### src/rtl/spi_slv_frame_pkg.sv
package spi_slv_frame_pkg;

    typedef enum logic [1:0] {
        FR_IDLE   = 2'd0,
        FR_ACTIVE = 2'd1,
        FR_HOLD   = 2'd2
    } fr_state_e;

endpackage

### src/rtl/spi_slv_sel_edge.sv
module spi_slv_sel_edge (
    input  logic clk,
    input  logic rst_n,
    input  logic sel_i,
    input  logic act_high_i,
    output logic act_o,
    output logic rise_o,
    output logic fall_o
);

    typedef struct packed {
        logic prev;
    } sel_regs_t;

    sel_regs_t cur_q, nxt_d;
    logic      act_now;

    always_comb begin
        act_now   = act_high_i ? sel_i : ~sel_i;
        nxt_d     = cur_q;
        nxt_d.prev = act_now;
        act_o     = act_now;
        rise_o    = act_now & ~cur_q.prev;
        fall_o    = ~act_now & cur_q.prev;
    end

    always_ff @(posedge clk or negedge rst_n) begin
        if (!rst_n) cur_q <= '0;
        else        cur_q <= nxt_d;
    end

    AST_RISE_SINGLE: assert property (@(posedge clk) disable iff (!rst_n)
        rise_o |=> !rise_o) else $error("rise held");

    AST_FALL_SINGLE: assert property (@(posedge clk) disable iff (!rst_n)
        fall_o |=> !fall_o) else $error("fall held");

endmodule

### src/rtl/spi_slv_bit_tally.sv
module spi_slv_bit_tally #(
    parameter int WLEN_W = 5,
    parameter int WCNT_W = 1
) (
    input  logic              clk,
    input  logic              rst_n,
    input  logic              restart_i,
    input  logic              cnt_en_i,
    input  logic              bit_stb_i,
    input  logic [WLEN_W-1:0] cfg_wlen_i,
    input  logic [WCNT_W-1:0] cfg_words_i,
    output logic              hit_o,
    output logic              full_o
);

    localparam int MAX_BITS = (2 ** WLEN_W) * (2 ** WCNT_W);
    localparam int CNT_W    = $clog2(MAX_BITS + 1);
    localparam logic [CNT_W-1:0] CNT_MAX = '1;

    typedef struct packed {
        logic [CNT_W-1:0] cnt;
    } tally_regs_t;

    tally_regs_t      cur_q, nxt_d;
    logic [CNT_W-1:0] word_bits;
    logic [CNT_W-1:0] target;
    logic             take;

    always_comb begin
        word_bits = (cfg_wlen_i == '0) ? CNT_W'(2 ** WLEN_W) : CNT_W'(cfg_wlen_i);
        target    = CNT_W'(int'(word_bits) * (int'(cfg_words_i) + 1));
        take      = cnt_en_i & bit_stb_i;
        nxt_d     = cur_q;
        if (restart_i) begin
            nxt_d.cnt = take ? CNT_W'(1) : '0;
        end else if (take && cur_q.cnt != CNT_MAX) begin
            nxt_d.cnt = cur_q.cnt + CNT_W'(1);
        end
        hit_o  = take && (nxt_d.cnt == target);
        full_o = (cur_q.cnt == target);
    end

    always_ff @(posedge clk or negedge rst_n) begin
        if (!rst_n) cur_q <= '0;
        else        cur_q <= nxt_d;
    end

    AST_CNT_RESTART: assert property (@(posedge clk) disable iff (!rst_n)
        restart_i |=> cur_q.cnt <= CNT_W'(1)) else $error("count not restarted");

    AST_CNT_STEP: assert property (@(posedge clk) disable iff (!rst_n)
        !restart_i |=> (cur_q.cnt == $past(cur_q.cnt)) ||
                       (cur_q.cnt == $past(cur_q.cnt) + CNT_W'(1)))
        else $error("count jumped");

endmodule

### src/rtl/spi_slv_frame_ctl.sv
module spi_slv_frame_ctl
    import spi_slv_frame_pkg::*;
(
    input  logic clk,
    input  logic rst_n,
    input  logic act_i,
    input  logic rise_i,
    input  logic fall_i,
    input  logic level_i,
    input  logic hit_i,
    input  logic full_i,
    input  logic irq_clr_i,
    output logic cnt_en_o,
    output logic irq_o,
    output logic done_full_o
);

    typedef struct packed {
        fr_state_e st;
        logic      irq;
        logic      full;
    } ctl_regs_t;

    ctl_regs_t cur_q, nxt_d;
    logic      irq_set;
    logic      in_xfer;

    always_comb begin
        nxt_d    = cur_q;
        irq_set  = 1'b0;
        in_xfer  = rise_i || (cur_q.st == FR_ACTIVE);
        cnt_en_o = rise_i || (cur_q.st == FR_ACTIVE && act_i);
        if (fall_i && cur_q.st == FR_ACTIVE) begin
            irq_set    = 1'b1;
            nxt_d.full = full_i;
            nxt_d.st   = FR_IDLE;
        end else if (fall_i && cur_q.st == FR_HOLD) begin
            nxt_d.full = 1'b1;
            nxt_d.st   = FR_IDLE;
        end else if (in_xfer) begin
            nxt_d.st = FR_ACTIVE;
            if (level_i && hit_i) begin
                irq_set    = 1'b1;
                nxt_d.full = 1'b1;
                nxt_d.st   = FR_HOLD;
            end
        end
        if (irq_set)        nxt_d.irq = 1'b1;
        else if (irq_clr_i) nxt_d.irq = 1'b0;
        irq_o       = cur_q.irq;
        done_full_o = cur_q.full;
    end

    always_ff @(posedge clk or negedge rst_n) begin
        if (!rst_n) cur_q <= '{st: FR_IDLE, irq: 1'b0, full: 1'b0};
        else        cur_q <= nxt_d;
    end

    AST_IRQ_STICKY: assert property (@(posedge clk) disable iff (!rst_n)
        (cur_q.irq && !irq_clr_i) |=> cur_q.irq) else $error("irq dropped");

    AST_EDGE_NEEDS_FALL: assert property (@(posedge clk) disable iff (!rst_n)
        (!level_i && !fall_i && !cur_q.irq) |=> !cur_q.irq) else $error("edge irq w/o fall");

    AST_LEVEL_HIT_IRQ: assert property (@(posedge clk) disable iff (!rst_n)
        (level_i && in_xfer && !fall_i && hit_i) |=> (cur_q.irq && cur_q.full))
        else $error("level hit missed");

    AST_FALL_IRQ: assert property (@(posedge clk) disable iff (!rst_n)
        (fall_i && cur_q.st == FR_ACTIVE) |=> cur_q.irq) else $error("fall missed");

    AST_HOLD_KEEPS_FULL: assert property (@(posedge clk) disable iff (!rst_n)
        (cur_q.st == FR_HOLD) |=> cur_q.full) else $error("full lost in hold");

endmodule

### src/rtl/spi_slv_frame.sv
module spi_slv_frame #(
    parameter int WLEN_W = 5,
    parameter int WCNT_W = 1
) (
    input  logic              clk,
    input  logic              rst_n,
    input  logic              sel_i,
    input  logic              bit_stb_i,
    input  logic              cfg_act_high_i,
    input  logic              cfg_level_i,
    input  logic [WLEN_W-1:0] cfg_wlen_i,
    input  logic [WCNT_W-1:0] cfg_words_i,
    input  logic              irq_clr_i,
    output logic              irq_o,
    output logic              done_full_o
);

    logic act, rise, fall;
    logic cnt_en, hit, full;

    spi_slv_sel_edge u_sel (
        .clk        (clk),
        .rst_n      (rst_n),
        .sel_i      (sel_i),
        .act_high_i (cfg_act_high_i),
        .act_o      (act),
        .rise_o     (rise),
        .fall_o     (fall)
    );

    spi_slv_bit_tally #(
        .WLEN_W (WLEN_W),
        .WCNT_W (WCNT_W)
    ) u_tally (
        .clk         (clk),
        .rst_n       (rst_n),
        .restart_i   (rise),
        .cnt_en_i    (cnt_en),
        .bit_stb_i   (bit_stb_i),
        .cfg_wlen_i  (cfg_wlen_i),
        .cfg_words_i (cfg_words_i),
        .hit_o       (hit),
        .full_o      (full)
    );

    spi_slv_frame_ctl u_ctl (
        .clk         (clk),
        .rst_n       (rst_n),
        .act_i       (act),
        .rise_i      (rise),
        .fall_i      (fall),
        .level_i     (cfg_level_i),
        .hit_i       (hit),
        .full_i      (full),
        .irq_clr_i   (irq_clr_i),
        .cnt_en_o    (cnt_en),
        .irq_o       (irq_o),
        .done_full_o (done_full_o)
    );

    AST_IDLE_STROBE_QUIET: assert property (@(posedge clk) disable iff (!rst_n)
        (!act && !fall && !irq_o && !irq_clr_i) |=> !irq_o) else $error("irq while inactive");

endmodule

### config.mk
export PLATFORM = sky130hd
export DESIGN_NAME = spi_slv_frame
export DESIGN_NICKNAME = d
export VERILOG_FILES = /design/src/rtl/spi_slv_frame_pkg.sv /design/src/rtl/spi_slv_sel_edge.sv /design/src/rtl/spi_slv_bit_tally.sv /design/src/rtl/spi_slv_frame_ctl.sv /design/src/rtl/spi_slv_frame.sv
export SDC_FILE = /design/constraint.sdc
export NUM_CORES = 1
export LEC_CHECK = 0
export CAP_MARGIN = 20
export CORE_MARGIN = 2
export CORE_UTILIZATION = 35
export CTS_BUF_LIST = sky130_fd_sc_hd__clkbuf_8 sky130_fd_sc_hd__clkbuf_16
export DETAILED_ROUTE_END_ITERATION = 16
export MAX_ROUTING_LAYER = met4
export PLACE_DENSITY = 0.54
export RECOVER_POWER = 25
export SYNTH_ARGS = -nofsm -noshare
export SYNTH_HDL_FRONTEND = slang
export SYNTH_SLANG_ARGS = --single-unit
export TNS_END_PERCENT = 30
### constraint.sdc
create_clock -name clk -period 4.7 [get_ports clk]
set_input_delay 1.41 -clock clk [delete_from_list [all_inputs] [get_ports clk]]
set_output_delay 1.41 -clock clk [all_outputs]
set_load 0.02 [all_outputs]
==> impl_metrics.yaml, run 1 <==
drt:
  first_pass_iters: 4
  wl_met3_um: 58
  wl_per_cell_um: 13.3
  ant_nets: 0
  wl_met2_um: 1110
  vias_per_cell: 5.07
  top_layer: "met4"
  drtIter0Drc: 42
  via_count: 958
  drc: 0
  routed_wl_um: 2510
  met1_length_um: 1320
pwr:
  p_total_w: 0.000429
  p_per_area_nw_per_um2: 311
  p_leak_nw: 0.592
  worst_ir_drop_vdd_uv: 200
global_routing:
  grt_usage_pct: 16.0
  antenna_found_initial: 0
  grt_pass1_vias: 909
  grt_max_degree: 13
  gr-total-overflow: 0
  grt_pass1_wl_um: 4140
synthesis:
  syn_area_um2: 1130
  synth-seq-cells: 12
  synth_sequential_area_ratio_pct: 26.5
  synth_edf_count: 0
  yosys.cell_types.count: 48
  synth-main-ff-cell: "dfrtp_1"
  post_synth.cell_area_avg_um2: 8.98
  ys_warn_count: 0
  synthArstFlopShare_pct: 100
  syn_inst: 126
clocking:
  htree_levels: 1
  post_cts_buffers: 0
  cts_root_buf: "clkbuf_8"
  cts_tree: "done"
  cts_sinks: 12
  ctsHoldBuffers: 0
  cts_resized: 0
  ctsLongestPathBuffers: 2
  cts_buffers: 3
  clk_latency_ns: 0.25
  clk_pin_slew_ns: 0.05
layout:
  fin_cells: 189
  final_area_um2: 1380
  final_cell_mix: "clkdlybuf4s50_1, dfrtp_1, nand2_1"
  n_antenna_cell: 0
  final_common_cell: "clkdlybuf4s50_1"
  finalNetCount: 165
  area_growth_pct: 21.8
  drive_above_1_share_pct: 12.4
hold_path:
  min_path_type: "reg2reg"
worst_setup_path:
  cp.required_ns: 4.83
  regToRegSetupSlack_ns: 2.07
  endpoint_kind: "flop"
  cp_max_fo: 8
  critPathLaunchType: "primary input"
  critPathKind: "in2reg"
  critPathArrivalTime_ns: 3.73
die:
  die-height_um: 60.8
  start_util_pct: 37.0
  dieArea_um2: 3700
  io-pin-count: 15
  die_w_um: 60.8
  num_rows: 20
  core_area_um2: 3050
timing:
  rsz0062_at_grt: "no"
  final.setup.tns_ns: 0
  setup_viol: 0
  worstMarginPinSlew_ns: 0.551
  max_freq_mhz: 278
  fin_crit_ns: 3.60
  whs_ns: 0.510
  slew_headroom_pct: 63.1
  final.setup_skew_ns: 0.00721
  finalHoldViolCount: 0
  fin_crit_sh_pct: 76.6
  slew_viol_final: 0
place:
  placed_cells: 185
  numPortBuffers: 14
  gp_congestion: 0.794
  place_area_um2: 1320
  post-dp-hpwl_um: 2010
status:
  status: "finished clean"
flow_run:
  maxCapViolations: 0
-- sequential cells by signal, indices dropped and copies added (netlist names) --
signal             count
u_ctl.cur_q            2
u_tally.cur_q          7
u_sel.cur_q            1
u_ctl.irq_o            1
u_ctl.done_full_o      1
-- power by group --
part           internal [W]  switching, W  total (W)  leakage, nW
registers          0.000122     0.0000219   0.000144        0.157
clock network     0.0000740     0.0000397   0.000114       0.0288
logic             0.0000815     0.0000902   0.000172        0.407
-- per-layer routing --
layer / up-vias / GRT usage, %
met5: - / -
met4: 0 / 3.73
met3: 4 / 4.48
met2: 7 / 22.7
met1: 452 / 22.6
li1: 495 / -
-- layout make-up --
cell class	count	area (um2)
multi-input cells	109	805
fillers	314	1680
clock buffers	4	55.1
flip-flops and latches	12	300
inverters	6	22.5
repair buffers	14	140
well taps	44	55.1
-- cell usage after synthesis, types with 3 or more instances --
| master | count | area share, % |
|---|---|---|
| o21ai_0 | 4 | 1.8 |
| nand3_1 | 6 | 2.7 |
| a21oi_1 | 6 | 2.7 |
| dfrtp_1 | 12 | 27 |
| xnor2_1 | 8 | 6.2 |
| nor4_1 | 3 | 1.7 |
| ha_1 | 5 | 5.5 |
| nor2_1 | 8 | 2.7 |
| a21o_1 | 3 | 2.0 |
| mux2_2 | 3 | 3.0 |
| or2_2 | 3 | 1.7 |
| inv_1 | 5 | 1.7 |
| nand2_1 | 9 | 3.0 |
| xor2_1 | 6 | 4.6 |
| nand2b_1 | 3 | 1.7 |
| nor3_1 | 4 | 1.8 |
-- worst max-delay path, stage by stage --
cell and delay (ns):
clkdlybuf4s50_1 0.50, xor2_2 0.27, inv_2 0.13, nand2_1 0.26, nand4b_1 0.19, a21o_1 0.26, a2111oi_4 0.40, nand4b_4 0.15
o211a_1 0.15
-- final timing paths --
check                           depth (start not counted)        startpoint           endpoint
min in group asynchronous                               1             rst_n  u_ctl.done_full_o
worst min register to register                          2       u_ctl.irq_o        u_ctl.irq_o
worst max register to register                          8  u_tally.cur_q[0]     u_ctl.cur_q[2]
worst max-delay path                                    9    cfg_act_high_i     u_ctl.cur_q[2]
worst min-delay path                                    2       u_ctl.irq_o        u_ctl.irq_o
max in group asynchronous                               1             rst_n     u_ctl.cur_q[2]
-- cells by family after synthesis --
family                   Yosys count  synth area share, %
AND/OR/NAND/NOR                   48                 24.3
flip-flops                        12                 26.5
AO/OA/AOI/OAI                     31                 21.7
other                              2                0.664
multiplexers                       4                 3.87
XOR/XNOR                          15                 12.3
adder cells (fa/ha/maj)            6                 7.30
buffers and inverters              8                 3.32
-- through the flow --
stage,util [%],setup WS (ns)
final,45.1,1.10
after global routing,45.1,0.966
after CTS,45.1,1.10
after detailed placement,43.3,0.845
after global placement,43.3,0.881
after floorplan,-,1.48
(Power assumes the default switching activity.)
==> run 2: changes to the inputs <==
PLACE_DENSITY = 0.56   (was 0.54)
clock period = 3.11 ns   (was 4.7 ns; I/O delays follow)
==> run 2 against run 1 <==
Global-route usage rose by 2.9 points. Total power rose by 63%. Count of clock-buffer cells in the layout stayed put. Sequential cell count unchanged. Clock power is 55% higher. Setup slack lost 0.96 ns. Utilization increased by 5.7 points. Non-clock buffer count rose by 22. Cell area increased by 13%. Highest routed layer unchanged.
==> impl_metrics.yaml, run 2 (synthesis gave the netlist of run 1 again) <==
status:
  status: "finished clean"
layout:
  fin_cells: 211
  final_util_pct: 50.8
  final_cell_mix: "buf_4, clkdlybuf4s50_1, dfrtp_1"
  top_register: "u_tally.cur_q"
  reg_top3: "u_tally.cur_q: 7 flops, u_ctl.cur_q: 2 flops"
  drive_above_1_share_pct: 24.6
  multi_input_area_um2: 813
  n_antenna_cell: 0
  seq_area_um2: 300
  final_common_cell: "buf_4"
  fillers: 306
  area_growth_pct: 37.2
  largest_reg_flops: 7
  finalNetCount: 187
timing:
  slew_viol_final: 0
  fin_crit_sh_pct: 95.5
  final.setup_skew_ns: 0.00893
  whs_ns: 0.509
  max_freq_mhz: 337
  slew_headroom_pct: 61.2
  final.setup.worst_slack_ns: 0.139
  finalHoldViolCount: 0
  rsz0062_at_grt: "no"
  worstMarginPinSlew_ns: 0.580
  setup_viol: 0
  fin_crit_ns: 2.97
clocking:
  cts_root_buf: "clkbuf_8"
  htree_levels: 1
  ctsHoldBuffers: 0
  ctsLongestPathBuffers: 2
  cts_buffers: 3
  cts_tree: "done"
  cts_sinks: 12
  clk_latency_ns: 0.25
  clk_pin_slew_ns: 0.05
worst_setup_path:
  startpoint: "cfg_act_high_i"
  critPathKind: "in2reg"
  cpMaxStageDelayCell: "clkdlybuf4s50_1"
  endpoint_kind: "flop"
  path_cells: "clkdlybuf4s50_1 -> xor2_2 -> a211o_4 -> buf_4 -> o311a_1 -> or3_1 -> o211a_1 -> nand4b_4 -> o211a_1"
  timing.rr.start: "u_tally.cur_q[0]"
  critPathLaunchType: "primary input"
  cpPeakStageDelay_ns: 0.45
  critPathArrivalTime_ns: 3.15
  cp_max_fo: 5
  cp.required_ns: 3.29
  crit_top_cell: "o211a_1"
  regToRegSetupSlack_ns: 0.46
place:
  gp_congestion: 0.858
  post-dp-hpwl_um: 2230
  numPortBuffers: 14
  pre_cts_ws_ns: -0.152
  placed_cells: 205
drt:
  ant_nets: 0
  first_pass_iters: 4
  routed_wl_um: 2800
  drc: 0
  drtIter0Drc: 34
  via_count: 1077
  vias_per_cell: 5.10
  wl_per_cell_um: 13.2
pwr:
  worst_ir_drop_vdd_uv: 292
  p_leak_nw: 0.700
  p_per_area_nw_per_um2: 452
die:
  die_w_um: 60.8
  dieArea_um2: 3700
  die-height_um: 60.8
  start_util_pct: 37.0
  core_area_um2: 3050
  io-pin-count: 15
  num_rows: 20
global_routing:
  gr-total-overflow: 0
  grt_max_degree: 13
  grt_pass1_wl_um: 4990
  antenna_found_initial: 0
  grt_usage_pct: 19.0
  grt_pass1_vias: 1100
hold_path:
  min-delay-start: "u_ctl.irq_o"
  min_path_type: "reg2reg"
flow_run:
  maxCapViolations: 0
run 2: final timing paths:
check	end	cells past startpoint
worst max-delay path	u_ctl.cur_q[2]	9
worst min-delay path	u_ctl.irq_o	2
worst max register to register	u_ctl.cur_q[2]	9
worst min register to register	u_ctl.irq_o	2
max in group asynchronous	u_ctl.irq_o	1
min in group asynchronous	u_tally.cur_q[1]	1
run 2: metrics by stage:
stage          area, um2  total power [W]  setup TNS [ns]
2_1_floorplan       1140         0.000400               0
3_3_place_gp        1470         0.000514          -0.287
3_5_place_dp        1470         0.000517          -0.339
4_1_cts             1530         0.000698               0
5_1_grt             1550         0.000755               0
6_report            1550         0.000701               0
run 2: power by group:
group          internal, W  switching, W  total, W
Clock             0.000112     0.0000653  0.000177
Sequential        0.000184     0.0000338  0.000218
Combinational     0.000159      0.000147  0.000306
Total             0.000455      0.000246  0.000701
run 2: timing repair:
item / in CTS / in global routing
hold endpoints to repair: 0 / 0
gates resized for setup: 0 / 2
setup endpoints to repair: 0 / 1
buffers inserted: 0 / 2
run 2: area by class of cell:
class | count | area share, %
multi-input cells | 109 | 52.4
repair buffers | 36 | 19.7
flip-flops and latches | 12 | 19.4
clock buffers | 4 | 3.55
well taps | 44 | 3.55
inverters | 6 | 1.45
run 2: worst max-delay path, delay by kind of cell:
family | cells | cell delay, ns
and+or+nand+nor | 2 | 0.48
xor gates and xnor gates | 1 | 0.21
AOI/OAI and AO/OA | 4 | 0.92
buffers and inverters | 2 | 0.60
run 2: metal layers:
metal | track usage, % | wire length, um
met5 | - | 0
met4 | 4.97 | 31
met3 | 4.48 | 100
met2 | 28.6 | 1280
met1 | 25.5 | 1390
==> run 3: changes to the inputs <==
MAX_ROUTING_LAYER = not set   (was met4)
==> run 3 against run 2 <==
Combinational power barely moved. Via count stayed put. Utilization is the same. Sequential cell count is the same. Setup slack barely moved. Non-clock buffer count stayed put. Cell count stayed put. Wire length did not move. Register-to-register slack about the same. Clock skew hardly changed. Sequential share of layout area did not move. Total power is essentially flat.
==> impl_metrics.yaml, run 3 (synthesis gave the netlist of run 1 again) <==
pwr:
  p_leak_nw: 0.700
  p_switching_w: 0.000246
  p_sw_share_pct: 35.1
  p_per_area_nw_per_um2: 452
  internal_power_w: 0.000455
  pwr-share-seq_pct: 31.1
  p_clk_share_pct: 25.3
  worst_ir_drop_vdd_uv: 292
  p_comb_share_pct: 43.6
worst_setup_path:
  critPathLaunchType: "primary input"
  critPathArrivalTime_ns: 3.15
  timing.rr.start: "u_tally.cur_q[0]"
  endpoint_kind: "flop"
  critPathKind: "in2reg"
  cp.required_ns: 3.29
  cp_max_fo: 5
  startpoint: "cfg_act_high_i"
layout:
  n_antenna_cell: 0
  drive_above_1_share_pct: 24.6
  area_growth_pct: 37.2
  final_area_um2: 1550
  finalNetCount: 187
  final_common_cell: "buf_4"
  fillers: 306
  reg_top3: "u_tally.cur_q: 7 flops, u_ctl.cur_q: 2 flops"
  largest_reg_flops: 7
  final_cell_mix: "buf_4, clkdlybuf4s50_1, dfrtp_1"
  top_register: "u_tally.cur_q"
global_routing:
  grt_max_degree: 13
  grt_util_met3_pct: 4.48
  grt_pass1_vias: 1101
  grt_usage_pct: 18.4
  grt_pass1_wl_um: 4980
  busiest_layer: "met2"
  met2_usage_pct: 28.6
  gr-total-overflow: 0
  grt.met1_usage_pct: 25.5
  antenna_found_initial: 0
clocking:
  clk_pin_slew_ns: 0.05
  ctsHoldBuffers: 0
  clk_latency_ns: 0.25
  cts_root_buf: "clkbuf_8"
  ctsLongestPathBuffers: 2
  cts_tree: "done"
  cts_buffers: 3
  htree_levels: 1
  cts_sinks: 12
drt:
  via_count: 1077
  drc: 0
  drtIter0Drc: 34
  vias_per_cell: 5.10
  ant_nets: 0
  routed_wl_um: 2800
  wl_per_cell_um: 13.2
  first_pass_iters: 4
hold_path:
  min-delay-start: "u_ctl.irq_o"
  min_path_type: "reg2reg"
die:
  dieArea_um2: 3700
  die-height_um: 60.8
  io-pin-count: 15
  start_util_pct: 37.0
  core_area_um2: 3050
  num_rows: 20
  die_w_um: 60.8
place:
  place_area_um2: 1470
  gp_congestion: 0.845
  post-dp-hpwl_um: 2230
  numPortBuffers: 14
timing:
  worstMarginPinSlew_ns: 0.580
  fin_crit_sh_pct: 95.5
  final.setup_skew_ns: 0.00893
  slew_viol_final: 0
  slew_headroom_pct: 61.2
  fin_crit_ns: 2.97
  final.setup.tns_ns: 0
  max_freq_mhz: 337
  rsz0062_at_grt: "no"
  finalHoldViolCount: 0
  setup_viol: 0
status:
  status: "finished clean"
flow_run:
  maxCapViolations: 0
[run 3: cell counts in the layout (fill, tap and decap cells not counted)]
No cell type changed its count.
[run 3: path summary, 6_finish.rpt]
kind / to / slack [ns] / cells past startpoint
worst max-delay path: u_ctl.cur_q[2] / 0.14 / 9
worst min-delay path: u_ctl.irq_o / 0.51 / 2
worst max register to register: u_ctl.cur_q[2] / 0.46 / 9
worst min register to register: u_ctl.irq_o / 0.51 / 2
max in group asynchronous: u_ctl.irq_o / 1.60 / 1
min in group asynchronous: u_tally.cur_q[1] / 1.12 / 1
[run 3: critical path: stages]
cell,delay (ns)
clkdlybuf4s50_1,0.45
xor2_2,0.21
a211o_4,0.30
buf_4,0.15
o311a_1,0.31
or3_1,0.37
o211a_1,0.16
nand4b_4,0.11
o211a_1,0.15
[run 3: area by class of cell]
| cell class | count | area (um2) | share of cell area (%) |
|---|---|---|---|
| Clock buffer | 4 | 55.1 | 3.55 |
| Multi-Input combinational cell | 109 | 813 | 52.4 |
| Tap cell | 44 | 55.1 | 3.55 |
| Sequential cell | 12 | 300 | 19.4 |
| Timing Repair Buffer | 36 | 305 | 19.7 |
| Inverter | 6 | 22.5 | 1.45 |
[run 3: metrics by stage]
| step | setup WS [ns] | utilization (%) | power, W | hold slack [ns] | std cells |
|---|---|---|---|---|---|
| 4_1_cts | 0.0947 | 50.0 | 0.000698 | 0.516 | 209 |
| 2_1_floorplan | 0.369 | - | 0.000400 | 0.519 | 129 |
| 3_5_place_dp | -0.152 | 48.2 | 0.000517 | 0.501 | 205 |
| 5_1_grt | 0.0303 | 50.8 | 0.000755 | 0.549 | 211 |
| 6_report | 0.139 | 50.8 | 0.000701 | 0.509 | 211 |
| 3_3_place_gp | -0.142 | 48.2 | 0.000514 | 0.492 | 205 |
[run 3: layer usage]
metal / part of all wire, % / routed length, um / vias to the layer above
met5: 0 / 0 / -
met4: 1.1 / 31 / 0
met3: 3.6 / 100 / 4
met2: 46 / 1280 / 14
met1: 50 / 1390 / 519
li1: - / - / 540
[run 3: what timing repair did]
item	4_1_cts	5_1_grt
resized for setup	0	2
setup endpoints to repair	0	1
buffers inserted	0	2
[run 3: power groups by stage]
stage	Sequential (W)	Combinational, W	Clock (W)
finish	0.000218	0.000306	0.000177
global route	0.000222	0.000342	0.000190
CTS	0.000218	0.000299	0.000182
detailed placement	0.000221	0.000297	0
global placement	0.000219	0.000295	0
floorplan	0.000224	0.000176	0
